## src/rtl/dpcd_seq_pkg.sv

```systemverilog
package dpcd_seq_pkg;

    typedef enum logic [2:0] {
        ST_IDLE,
        ST_CLEAR,
        ST_LOAD,
        ST_ISSUE,
        ST_WAIT,
        ST_CHECK,
        ST_UNLOAD,
        ST_ADVANCE
    } seq_state_e;

    localparam logic [2:0] ERR_NONE     = 3'd0;
    localparam logic [2:0] ERR_EN_TMO   = 3'd1;
    localparam logic [2:0] ERR_RPLY_TMO = 3'd2;
    localparam logic [2:0] ERR_ACCESS   = 3'd3;
    localparam logic [2:0] ERR_STATUS   = 3'd4;

    localparam int CMD_READ_BIT   = 0;
    localparam int CMD_NATIVE_BIT = 3;
    localparam int CMD_LEN_LSB    = 4;

endpackage

```

## src/rtl/dpcd_burst_buf.sv

```systemverilog
module dpcd_burst_buf #(
    parameter int BYTES = 16,
    parameter int IDX_W = $clog2(BYTES)
) (
    input  logic                 clk,
    input  logic                 rst_n,
    input  logic                 clr,
    input  logic                 wr_en,
    input  logic [IDX_W-1:0]     wr_idx,
    input  logic [7:0]           wr_byte,
    input  logic                 cap_en,
    input  logic [BYTES*8-1:0]   cap_data,
    input  logic [IDX_W-1:0]     rd_idx,
    output logic [7:0]           rd_byte,
    output logic [BYTES*8-1:0]   data
);

    logic [7:0] mem_q [BYTES];
    logic [7:0] mem_d [BYTES];

    for (genvar g = 0; g < BYTES; g++) begin : g_byte
        always_comb begin
            mem_d[g] = mem_q[g];
            if (clr)
                mem_d[g] = 8'h00;
            else if (cap_en)
                mem_d[g] = cap_data[g*8 +: 8];
            else if (wr_en && (wr_idx == IDX_W'(g)))
                mem_d[g] = wr_byte;
        end

        always_ff @(posedge clk or negedge rst_n) begin
            if (!rst_n) mem_q[g] <= 8'h00;
            else        mem_q[g] <= mem_d[g];
        end

        assign data[g*8 +: 8] = mem_q[g];
    end

    assign rd_byte = mem_q[rd_idx];

    // a clear leaves every byte zero on the following cycle
    assert_clear_R7: assert property (@(posedge clk) disable iff (!rst_n)
        clr |=> (data == '0));

endmodule

```

## src/rtl/dpcd_cycle_timer.sv

```systemverilog
module dpcd_cycle_timer #(
    parameter int W = 8
) (
    input  logic         clk,
    input  logic         rst_n,
    input  logic         clr,
    input  logic [W-1:0] lim,
    output logic         hit
);

    logic [W-1:0] cnt_d, cnt_q;

    assign hit = (cnt_q == lim - W'(1));

    always_comb begin
        cnt_d = cnt_q;
        if (clr)       cnt_d = '0;
        else if (!hit) cnt_d = cnt_q + W'(1);
    end

    always_ff @(posedge clk or negedge rst_n) begin
        if (!rst_n) cnt_q <= '0;
        else        cnt_q <= cnt_d;
    end

    // a running window never counts past its limit
    assert_window_bound_R6: assert property (@(posedge clk) disable iff (!rst_n)
        !clr |-> (cnt_q < lim));

endmodule

```

## src/rtl/dpcd_burst_seq.sv

```systemverilog
module dpcd_burst_seq
    import dpcd_seq_pkg::*;
#(
    parameter int LEN_W       = 16,
    parameter int BURST       = 16,
    parameter int MAX_TRY     = 10,
    parameter int CYC_PER_MS  = 100000,
    parameter int EN_TMO_MS   = 20,
    parameter int RPLY_TMO_MS = 10
) (
    input  logic               clk,
    input  logic               rst_n,
    input  logic               req_start,
    input  logic               req_write,
    input  logic [19:0]        req_addr,
    input  logic [LEN_W-1:0]   req_len,
    output logic               busy,
    output logic               done,
    output logic [2:0]         err_code,
    output logic [LEN_W-1:0]   usr_idx,
    input  logic [7:0]         usr_wdata,
    output logic               usr_we,
    output logic [7:0]         usr_rdata,
    output logic               eng_go,
    output logic [7:0]         eng_cmd,
    output logic [7:0]         eng_addr_lo,
    output logic [7:0]         eng_addr_mid,
    output logic [3:0]         eng_addr_hi,
    output logic [BURST*8-1:0] eng_wdata,
    input  logic               eng_accept,
    input  logic               eng_reply,
    input  logic               eng_err,
    input  logic [3:0]         eng_status,
    input  logic [BURST*8-1:0] eng_rdata
);

    localparam int IDX_W   = $clog2(BURST);
    localparam int BLEN_W  = $clog2(BURST + 1);
    localparam int TRY_W   = $clog2(MAX_TRY);
    localparam int EN_LIM  = EN_TMO_MS * CYC_PER_MS;
    localparam int RP_LIM  = RPLY_TMO_MS * CYC_PER_MS;
    localparam int MAX_LIM = (EN_LIM > RP_LIM) ? EN_LIM : RP_LIM;
    localparam int TMR_W   = $clog2(MAX_LIM + 1);

    typedef struct packed {
        seq_state_e         st;
        logic               wr;
        logic [19:0]        addr;
        logic [LEN_W-1:0]   ptr;
        logic [LEN_W-1:0]   rem;
        logic [BLEN_W-1:0]  blen;
        logic [IDX_W-1:0]   idx;
        logic [TRY_W-1:0]   tries;
        logic               rflag;
        logic               eflag;
        logic [3:0]         status;
        logic               done;
        logic [2:0]         err;
    } seq_regs_t;

    seq_regs_t r_d, r_q;

    logic             buf_clr, buf_wr, buf_cap;
    logic             tmr_clr, tmr_hit;
    logic [TMR_W-1:0] tmr_lim;
    logic             fail;
    logic [2:0]       fail_code;
    logic [BLEN_W-1:0] blen_m1;
    logic             idx_last;

    function automatic logic [BLEN_W-1:0] burst_of(input logic [LEN_W-1:0] left);
        if (left > LEN_W'(BURST)) return BLEN_W'(BURST);
        return left[BLEN_W-1:0];
    endfunction

    assign blen_m1  = r_q.blen - BLEN_W'(1);
    assign idx_last = (BLEN_W'(r_q.idx) == blen_m1);

    always_comb begin
        r_d       = r_q;
        r_d.done  = 1'b0;
        buf_clr   = 1'b0;
        buf_wr    = 1'b0;
        buf_cap   = 1'b0;
        tmr_clr   = 1'b1;
        tmr_lim   = TMR_W'(RP_LIM);
        fail      = 1'b0;
        fail_code = ERR_NONE;
        case (r_q.st)
            ST_IDLE: begin
                if (req_start) begin
                    r_d.err = ERR_NONE;
                    if (req_len == '0) begin
                        r_d.done = 1'b1;
                    end else begin
                        r_d.wr    = req_write;
                        r_d.addr  = req_addr;
                        r_d.ptr   = '0;
                        r_d.rem   = req_len;
                        r_d.blen  = burst_of(req_len);
                        r_d.tries = '0;
                        r_d.st    = ST_CLEAR;
                    end
                end
            end
            ST_CLEAR: begin
                buf_clr    = 1'b1;
                r_d.rflag  = 1'b0;
                r_d.eflag  = 1'b0;
                r_d.status = '0;
                r_d.idx    = '0;
                r_d.st     = r_q.wr ? ST_LOAD : ST_ISSUE;
            end
            ST_LOAD: begin
                buf_wr  = 1'b1;
                r_d.idx = r_q.idx + IDX_W'(1);
                if (idx_last) r_d.st = ST_ISSUE;
            end
            ST_ISSUE: begin
                tmr_lim = TMR_W'(EN_LIM);
                if (eng_accept) begin
                    r_d.st = ST_WAIT;
                end else begin
                    tmr_clr = 1'b0;
                    if (tmr_hit) begin
                        fail      = 1'b1;
                        fail_code = ERR_EN_TMO;
                    end
                end
            end
            ST_WAIT: begin
                tmr_clr = 1'b0;
                if (eng_reply) begin
                    r_d.rflag  = 1'b1;
                    r_d.eflag  = eng_err;
                    r_d.status = eng_status;
                    buf_cap    = !r_q.wr;
                    r_d.st     = ST_CHECK;
                end else if (tmr_hit) begin
                    fail      = 1'b1;
                    fail_code = ERR_RPLY_TMO;
                end
            end
            ST_CHECK: begin
                r_d.idx = '0;
                if (!r_q.rflag) begin
                    fail      = 1'b1;
                    fail_code = ERR_RPLY_TMO;
                end else if (r_q.eflag) begin
                    fail      = 1'b1;
                    fail_code = ERR_ACCESS;
                end else if (r_q.status != 4'd0) begin
                    fail      = 1'b1;
                    fail_code = ERR_STATUS;
                end else begin
                    r_d.st = r_q.wr ? ST_ADVANCE : ST_UNLOAD;
                end
            end
            ST_UNLOAD: begin
                r_d.idx = r_q.idx + IDX_W'(1);
                if (idx_last) r_d.st = ST_ADVANCE;
            end
            ST_ADVANCE: begin
                r_d.addr  = r_q.addr + 20'(r_q.blen);
                r_d.ptr   = r_q.ptr + LEN_W'(r_q.blen);
                r_d.rem   = r_q.rem - LEN_W'(r_q.blen);
                r_d.tries = '0;
                if (r_q.rem == LEN_W'(r_q.blen)) begin
                    r_d.done = 1'b1;
                    r_d.err  = ERR_NONE;
                    r_d.st   = ST_IDLE;
                end else begin
                    r_d.blen = burst_of(r_q.rem - LEN_W'(r_q.blen));
                    r_d.st   = ST_CLEAR;
                end
            end
            default: r_d.st = ST_IDLE;
        endcase

        if (fail) begin
            r_d.err = fail_code;
            if (r_q.tries == TRY_W'(MAX_TRY - 1)) begin
                r_d.done = 1'b1;
                r_d.st   = ST_IDLE;
            end else begin
                r_d.tries = r_q.tries + TRY_W'(1);
                r_d.st    = ST_CLEAR;
            end
        end
    end

    always_ff @(posedge clk or negedge rst_n) begin
        if (!rst_n) begin
            r_q     <= '0;
            r_q.st  <= ST_IDLE;
        end else begin
            r_q <= r_d;
        end
    end

    dpcd_burst_buf #(.BYTES(BURST), .IDX_W(IDX_W)) u_buf (
        .clk      (clk),
        .rst_n    (rst_n),
        .clr      (buf_clr),
        .wr_en    (buf_wr),
        .wr_idx   (r_q.idx),
        .wr_byte  (usr_wdata),
        .cap_en   (buf_cap),
        .cap_data (eng_rdata),
        .rd_idx   (r_q.idx),
        .rd_byte  (usr_rdata),
        .data     (eng_wdata)
    );

    dpcd_cycle_timer #(.W(TMR_W)) u_tmr (
        .clk   (clk),
        .rst_n (rst_n),
        .clr   (tmr_clr),
        .lim   (tmr_lim),
        .hit   (tmr_hit)
    );

    assign busy         = (r_q.st != ST_IDLE);
    assign done         = r_q.done;
    assign err_code     = r_q.err;
    assign usr_idx      = r_q.ptr + LEN_W'(r_q.idx);
    assign usr_we       = (r_q.st == ST_UNLOAD);
    assign eng_go       = (r_q.st == ST_ISSUE);
    assign eng_addr_lo  = r_q.addr[7:0];
    assign eng_addr_mid = r_q.addr[15:8];
    assign eng_addr_hi  = r_q.addr[19:16];

    always_comb begin
        eng_cmd = 8'h00;
        eng_cmd[CMD_LEN_LSB +: 4]  = 4'(blen_m1);
        eng_cmd[CMD_NATIVE_BIT]    = 1'b1;
        eng_cmd[CMD_READ_BIT]      = !r_q.wr;
    end

    assert_burst_len_R2: assert property (@(posedge clk) disable iff (!rst_n)
        eng_go |-> (r_q.blen != '0 && r_q.blen <= BLEN_W'(BURST)
                    && LEN_W'(r_q.blen) <= r_q.rem));

    assert_addr_hold_R4: assert property (@(posedge clk) disable iff (!rst_n)
        (eng_go && $past(eng_go)) |-> $stable({eng_addr_hi, eng_addr_mid, eng_addr_lo}));

    assert_try_bound_R5: assert property (@(posedge clk) disable iff (!rst_n)
        busy |-> (r_q.tries < TRY_W'(MAX_TRY)));

    assert_accept_drops_go_R6: assert property (@(posedge clk) disable iff (!rst_n)
        (eng_go && eng_accept) |=> !eng_go);

    assert_unload_after_pass_R9: assert property (@(posedge clk) disable iff (!rst_n)
        usr_we |-> (r_q.rflag && !r_q.eflag && r_q.status == 4'd0 && !r_q.wr));

    assert_dir_hold_R10: assert property (@(posedge clk) disable iff (!rst_n)
        (busy && $past(busy)) |-> $stable(r_q.wr));

    assert_done_pulse_R11: assert property (@(posedge clk) disable iff (!rst_n)
        done |=> (!done && !busy));

endmodule

```

## config.mk

```make
export PLATFORM = sky130hd
export DESIGN_NAME = dpcd_burst_seq
export DESIGN_NICKNAME = d
export VERILOG_FILES = /design/src/rtl/dpcd_seq_pkg.sv /design/src/rtl/dpcd_burst_buf.sv /design/src/rtl/dpcd_cycle_timer.sv /design/src/rtl/dpcd_burst_seq.sv
export SDC_FILE = /design/constraint.sdc
export NUM_CORES = 1
export LEC_CHECK = 0
export ABC_AREA = 1
export CORE_UTILIZATION = 40
export DETAILED_ROUTE_END_ITERATION = 16
export PLACE_DENSITY = 0.67
export SETUP_SLACK_MARGIN = 0.05
export SLEW_MARGIN = 10
export SYNTH_ARGS = -nofsm -noshare
export SYNTH_HDL_FRONTEND = slang
export SYNTH_SLANG_ARGS = --single-unit
```

## constraint.sdc

```tcl
create_clock -name clk -period 4.65 [get_ports clk]
set_clock_uncertainty 0.2 [all_clocks]
set_input_delay 1.395 -clock clk [delete_from_list [all_inputs] [get_ports clk]]
set_output_delay 1.395 -clock clk [all_outputs]
set_load 0.02 [all_outputs]
```

==> results of run 1 <==
-- per-layer routing --
layer  track usage (%)  wire, um
met4              11.3      2270
met5                 0         0
met3              4.38      4010
met2              46.9     25600
met1              38.0     23300
-- repair_timing --
action | in CTS | in global routing
setup endpoints to repair | 18 | 13
cloned | 0 | 0
gates resized for setup | 21 | 14
setup buffers | 0 | 1
-- layout make-up --
cell class / count / area share (%)
Inverter: 198 / 3.87
Clock inverter: 5 / 0.398
Timing Repair Buffer: 384 / 19.8
Antenna cell: 1 / 0.0129
Tap cell: 468 / 3.01
Multi-Input combinational cell: 1411 / 39.5
Clock buffer: 43 / 4.15
Sequential cell: 228 / 29.3
-- kinds of logic after synthesis --
logic type               count (synthesis)  synth area share [%]
AND/OR/NAND/NOR                        815                  25.2
AO/OA/AOI/OAI                          460                  16.5
buffers and inverters                  312                  9.64
flip-flops                             228                  38.6
multiplexers                            64                  4.88
XOR/XNOR                                38                  2.25
adder cells (fa/ha/maj)                 31                  2.83
other                                    2                0.0508
-- sequential cells by signal, indices dropped and copies added (netlist names) --
| register | count |
|---|---|
| done | 1 |
| eng_addr_hi | 4 |
| eng_addr_lo | 8 |
| eng_addr_mid | 8 |
| err_code | 3 |
| r_q | 55 |
| u_buf.data | 128 |
| u_tmr.cnt_q | 21 |
-- worst max-delay path: stages, from the launching register on --
cell and delay [ps]:
dfrtp_2 490, buf_12 290, a21oi_1 110, o21ai_1 210, a21oi_1 170, or4_1 580
clkdlybuf4s50_1 560
-- synth_stat cells (all sizes together) (3+ instances only) --
library cell,instances
nor4,11
o21ai,189
a22oi,8
inv,192
xnor2,7
nor2,113
nand3,161
fa,4
o211ai,5
or2,3
nor3,25
buf,84
clkbuf,30
o22ai,9
dfrtp,228
or4,8
a21o,3
xor2,31
nand4,23
mux2,64
nand2,466
o221ai,6
a31oi,8
clkinv,6
ha,27
a21oi,217
-- final timing paths --
path | startpoint | endpoint | slack [ps] | cells after the start
hold / removal | r_q[23]$_DFFE_PN0P_ | r_q[23]$_DFFE_PN0P_ | 290 | 2
max in group asynchronous | rst_n | r_q[15]$_DFFE_PN0P_ | 2810 | 2
min in group asynchronous | rst_n | eng_addr_hi[1]$_DFFE_PN0P_ | 630 | 1
setup reg to reg | r_q[78]$_DFFE_PN0P_ | r_q[50]$_DFFE_PN0P_ | 1440 | 12
hold reg to reg | r_q[23]$_DFFE_PN0P_ | r_q[23]$_DFFE_PN0P_ | 290 | 2
setup / recovery | r_q[14]$_DFFE_PN0P_ | usr_rdata[0] | 60 | 6
-- metrics by stage --
stage | setup slack [ps] | instance area (sq um) | instances
after global routing | 37.1 | 19500 | 2738
final | 55.9 | 19500 | 2738
after detailed placement | 223 | 18500 | 2688
after floorplan | 387 | 14800 | 1951
after global placement | 228 | 18500 | 2688
after CTS | 8.95 | 19400 | 2736
-- cells in the final DEF, fill, tap and decap left out, drive strengths merged, types with 3 or more instances in the layout --
cell           instances
nand2                466
clkdlybuf4s50        353
dfrtp                228
a21oi                217
inv                  193
o21ai                189
nand3                161
nor2                 113
mux2                  64
clkbuf                45
xor2                  31
ha                    27
nor3                  25
nand4                 23
buf                   19
nor4                  11
o22ai                  9
or4                    8
a31oi                  8
a22oi                  8
xnor2                  7
dlygate4sd2            7
clkinv                 7
o221ai                 6
o211ai                 5
fa                     4
a21o                   3
conb                   3
dlymetal6s2s           3
or2                    3
-- power by group through the flow --
stage          registers, mW  logic, mW  clock network (mW)
6_report                3.62       7.78                2.16
5_1_grt                 3.71       8.39                2.27
4_1_cts                 3.59       7.73                2.19
3_5_place_dp            3.62       7.69                   0
3_3_place_gp            3.60       7.62                   0
2_1_floorplan           3.97       4.23                   0
==> flow_summary_export.csv, run 1 <==
group,metric,value,unit
power,p_clk_share,15.9,%
cells_and_area,layout.nets,2465,
timing,drv_slew,0,
flow_run,max-cap-violations,0,
synth,syn_avg_cell_area,7.58,sq um
grt,track_usage,28.7,%
synth,synth_edf_count,0,
place,port_buffers,366,
power,p_comb_share,57.4,%
cells_and_area,finalCoreUtilization,53.4,%
synth,syn_inst,1950,
timing,finalSetupTns,0,ps
hold_path,hp-class,"reg2reg",
worst_setup_path,worstPathArrival,3000,ps
power,leakage,8.40,nW
die,coreArea,36400,sq um
die,ios,370,
timing,setup_violations,0,
die,num_rows,70,
worst_setup_path,worstPathMaxFanout,65,
cells_and_area,final-seq-area,5710,sq um
timing,slew_headroom,28.4,%
timing,finalCriticalPeriod,4590,ps
timing,finalCritPeriodShare,98.8,%
detailed_routing,ant_nets,0,
outcome,status,"completed",
die,die_x,194,um
timing,max_freq,0.218,GHz
synth,ys.warnings.count,0,
die,initial_core_util,40.5,%
synth,synthTopCellsByArea,"dfrtp_1 (39%), nand2_1 (11%), a21oi_1 (7.4%), o21ai_0 (6.3%), nand3_1 (5.4%)",
synth,synth_seq_cells,228,
timing,rsz0062_at_grt,"true",
cells_and_area,multi_input_area,7690,sq um
detailed_routing,wl_per_cell,20.2,um
power,p_sw_share,47.1,%
clocking,hold_buffers,0,
place,gp_congestion,0.949,
cells_and_area,final_layout_size_suffix_gt1_share,7.67,%
clocking,clockRootBuffer,"clkbuf_16",
power,peakVddDrop,0.340,mV
die,die-area,37700,sq um
timing,worst_pin_slew,1070,ps
synth,synth-main-ff-cell,"dfrtp_1",
clocking,tritoncts,"yes",
synth,synthArstFlopShare,100,%
detailed_routing,via_count,15200,
worst_setup_path,worstPathRequired,3050,ps
cells_and_area,area_delta_synth_final,31.8,%
grt,grt_pass1_wl,84600,um
synth,synth_seq_area_share,38.6,%
power,pwr-share-seq,26.7,%
worst_setup_path,endpoint_kind,"primary output",
clocking,insertion_delay,550,ps
grt,overflow,0,
timing,finalHoldViolCount,0,
grt,grt_pass1_vias,14300,
power,power,13.6,mW
detailed_routing,viasPerCell,5.54,
timing,hold_ws,290,ps
clocking,cts_sinks,228,
place,dp_hpwl,40500,um
detailed_routing,drc,0,
power,powerDensity,696,nW/um^2
detailed_routing,drt_iter0_markers,1170,
clocking,htreeDepth,1,
die,die_h,194,um
synth,syn_area,14800,sq um
cells_and_area,fill_cells,3458,
power,power_switching,6.39,mW
grt,antenna_found_initial,2,
detailed_routing,dr.pass1.iters,7,
worst_setup_path,cp-start-kind,"register",
synth,ys_types,58,
worst_setup_path,path_class,"reg2out",
clocking,path_clk_slew,60,ps
detailed_routing,wl,55200,um
grt,grt_max_degree,117,
clocking,cts_buffers,28,
power,intPower,7.17,mW
clocking,clock_path_buffers,3,
synth,yosys.area.top_type_share,38.6,%
synth,synth_area_leader_cell,"dfrtp_1",
No activity file was read; power rests on OpenSTA's default activity.
==> inputs of run 2 (changes only) <==
- CELL_PAD_IN_SITES_DETAIL_PLACEMENT: default -> 0
- CELL_PAD_IN_SITES_GLOBAL_PLACEMENT: default -> 1
- CORE_UTILIZATION: 40 -> 36
- PLACE_DENSITY: 0.67 -> default
- PLACE_DENSITY_LB_ADDON: default -> 0.1
==> run 2 against run 1 <==
  * Global-route usage decreased by 1.7 points
  * Largest power group unchanged
  * Design area increased by 0.78%
  * Utilization fell by 4.5 points
  * Total power rose by 0.59%
  * Clock power grew 3%
  * Die area increased by 11%
  * Maximum frequency increased by 4.5%
  * Critical endpoint is now usr_idx[6]
  * Via count down 2.4%
  * Critical path type unchanged
  * Combinational power rose by 1%
  * Final cell count is 2.3% higher
==> flow_summary_export.csv, run 2 (synthesis results as in run 1) <==
group,metric,value,unit
worst_setup_path,worstPathArrival,2800,ps
worst_setup_path,cp_slowest_stage_delay,610,ps
timing,hold_ws,290,ps
die,ios,370,
cells_and_area,layout.nets,2470,
timing,max_freq,0.227,GHz
worst_setup_path,path_class,"reg2out",
worst_setup_path,cp_slowest_cell,"clkdlybuf4s50_1",
timing,setup_violations,0,
grt,grt_pass1_vias,14400,
clocking,htreeDepth,1,
power,power_switching,6.45,mW
worst_setup_path,worstPathMaxFanout,4,
timing,rsz0062_at_grt,"false",
worst_setup_path,rr_startpoint,"r_q[18]$_DFFE_PN0P_",
timing,fin_ws,252,ps
detailed_routing,wl_per_cell,20.6,um
clocking,cts_setup_buffers,0,
worst_setup_path,crit_chain,"ha_1 > inv_1 > fa_1 > o21ai_2 > nand2_1 > nor2_2 > xor2_1 > clkdlybuf4s50_1",
die,die_x,205,um
detailed_routing,dr.pass1.iters,6,
detailed_routing,wl,57700,um
timing,worst_pin_slew,1000,ps
cells_and_area,final_cell_area,19600,sq um
die,num_rows,73,
detailed_routing,ant_nets,0,
place,gp_congestion,0.901,
grt,antenna_found_initial,0,
grt,overflow,0,
timing,finalCritPeriodShare,94.6,%
worst_setup_path,endpoint_kind,"primary output",
cells_and_area,final_cells,2802,
die,die_h,205,um
power,p_comb_share,57.6,%
timing,drv_slew,0,
worst_setup_path,cp-start-kind,"register",
detailed_routing,drt_iter0_markers,1072,
worst_setup_path,timing.rr.end,"r_q[20]$_DFFE_PN0P_",
place,place_area,18700,sq um
outcome,status,"completed",
timing,slew_headroom,33.1,%
clocking,cts_sinks,228,
die,coreArea,40100,sq um
place,dpl_worst_slack,245,ps
timing,finalHoldViolCount,0,
power,leakage,8.56,nW
place,dpl.cell_count,2751,
clocking,hold_buffers,0,
detailed_routing,viasPerCell,5.29,
cells_and_area,final_layout_size_suffix_gt1_share,8.12,%
detailed_routing,via_count,14800,
cells_and_area,finalCoreUtilization,48.9,%
timing,finalCriticalPeriod,4400,ps
cells_and_area,largest_reg_flops,128,
clocking,clock_path_buffers,3,
clocking,cts_buffers,28,
hold_path,timing.hold.worst.start,"r_q[23]$_DFFE_PN0P_",
power,power,13.6,mW
power,p_sw_share,47.3,%
worst_setup_path,rr_worst_depth,11,
hold_path,hp-class,"reg2reg",
place,port_buffers,366,
grt,grt_max_degree,120,
flow_run,max-cap-violations,0,
grt,track_usage,27.0,%
grt,grt_pass1_wl,86800,um
timing,finalSetupTns,0,ps
power,powerDensity,695,nW/um^2
power,intPower,7.19,mW
hold_path,min_to,"r_q[23]$_DFFE_PN0P_",
power,p_clk_share,16.3,%
cells_and_area,fill_cells,4037,
clocking,clockRootBuffer,"clkbuf_16",
worst_setup_path,worstPathRequired,3050,ps
cells_and_area,insertedDiodeCount,0,
clocking,path_clk_slew,60,ps
cells_and_area,final_common_cell,"nand2_1",
die,initial_core_util,36.8,%
clocking,insertion_delay,540,ps
hold_path,holdPathStages,2,
place,dp_hpwl,42600,um
clocking,tritoncts,"yes",
power,peakVddDrop,0.274,mV
cells_and_area,final_cell_mix,"nand2_1 (444), clkdlybuf4s50_1 (348), dfrtp_1 (227)",
power,pwr-share-seq,26.1,%
cells_and_area,area_delta_synth_final,32.8,%
worst_setup_path,reg2reg_slack,1430,ps
detailed_routing,drc,0,
die,die-area,41900,sq um
-- run 2: per-layer routing --
layer  track usage (%)  wire length, um  vias up
li1                  -                -     7105
met1              35.2            24500     7123
met2              46.2            28000      506
met3              4.12             3710       77
met4              7.17             1500        0
met5                 0                0        -
-- run 2: worst max-delay path, delay by kind of cell (launching register included) --
family	cells	cell delay, ps
AND/OR/NAND/NOR	2	260
buffers and inverters	2	660
adder cells (fa/ha/maj)	2	590
XOR/XNOR	1	160
AO/OA/AOI/OAI	1	200
flip-flops	1	380
-- run 2: what timing repair did --
item | CTS | global route
endpoints found under the setup margin | 14 | 13
resized for setup | 15 | 15
cloned | 0 | 0
-- run 2: worst max-delay path by stage --
stage / start / to / slack, ps / cells after the start
after CTS: r_q[39]$_DFFE_PN0P_ / usr_idx[14] / 50 / 9
after floorplan: r_q[15]$_DFFE_PN0P_ / usr_idx[12] / 390 / 10
after global routing: r_q[39]$_DFFE_PN0P_ / usr_idx[6] / 50 / 8
final: r_q[39]$_DFFE_PN0P_ / usr_idx[6] / 250 / 8
after global placement: r_q[39]$_DFFE_PN0P_ / usr_idx[12] / 300 / 10
after detailed placement: r_q[39]$_DFFE_PN0P_ / usr_idx[12] / 250 / 10
-- run 2: final cells by class --
type | count | area, sq um | share of cell area (%)
clock inverters | 10 | 83.8 | 0.427
inverters | 198 | 751 | 3.83
repair buffers | 389 | 3910 | 19.9
well taps | 525 | 657 | 3.35
multi-input cells | 1411 | 7660 | 39.1
flip-flops and latches | 228 | 5710 | 29.1
clock buffers | 41 | 851 | 4.34
-- run 2: power groups by stage --
stage               registers (mW)  logic, mW  clock network (mW)
CTS                           3.55       7.88                2.27
floorplan                     3.97       4.23                   0
global route                  3.66       8.52                2.36
finish                        3.56       7.86                2.22
detailed placement            3.58       7.86                   0
global placement              3.56       7.80                   0
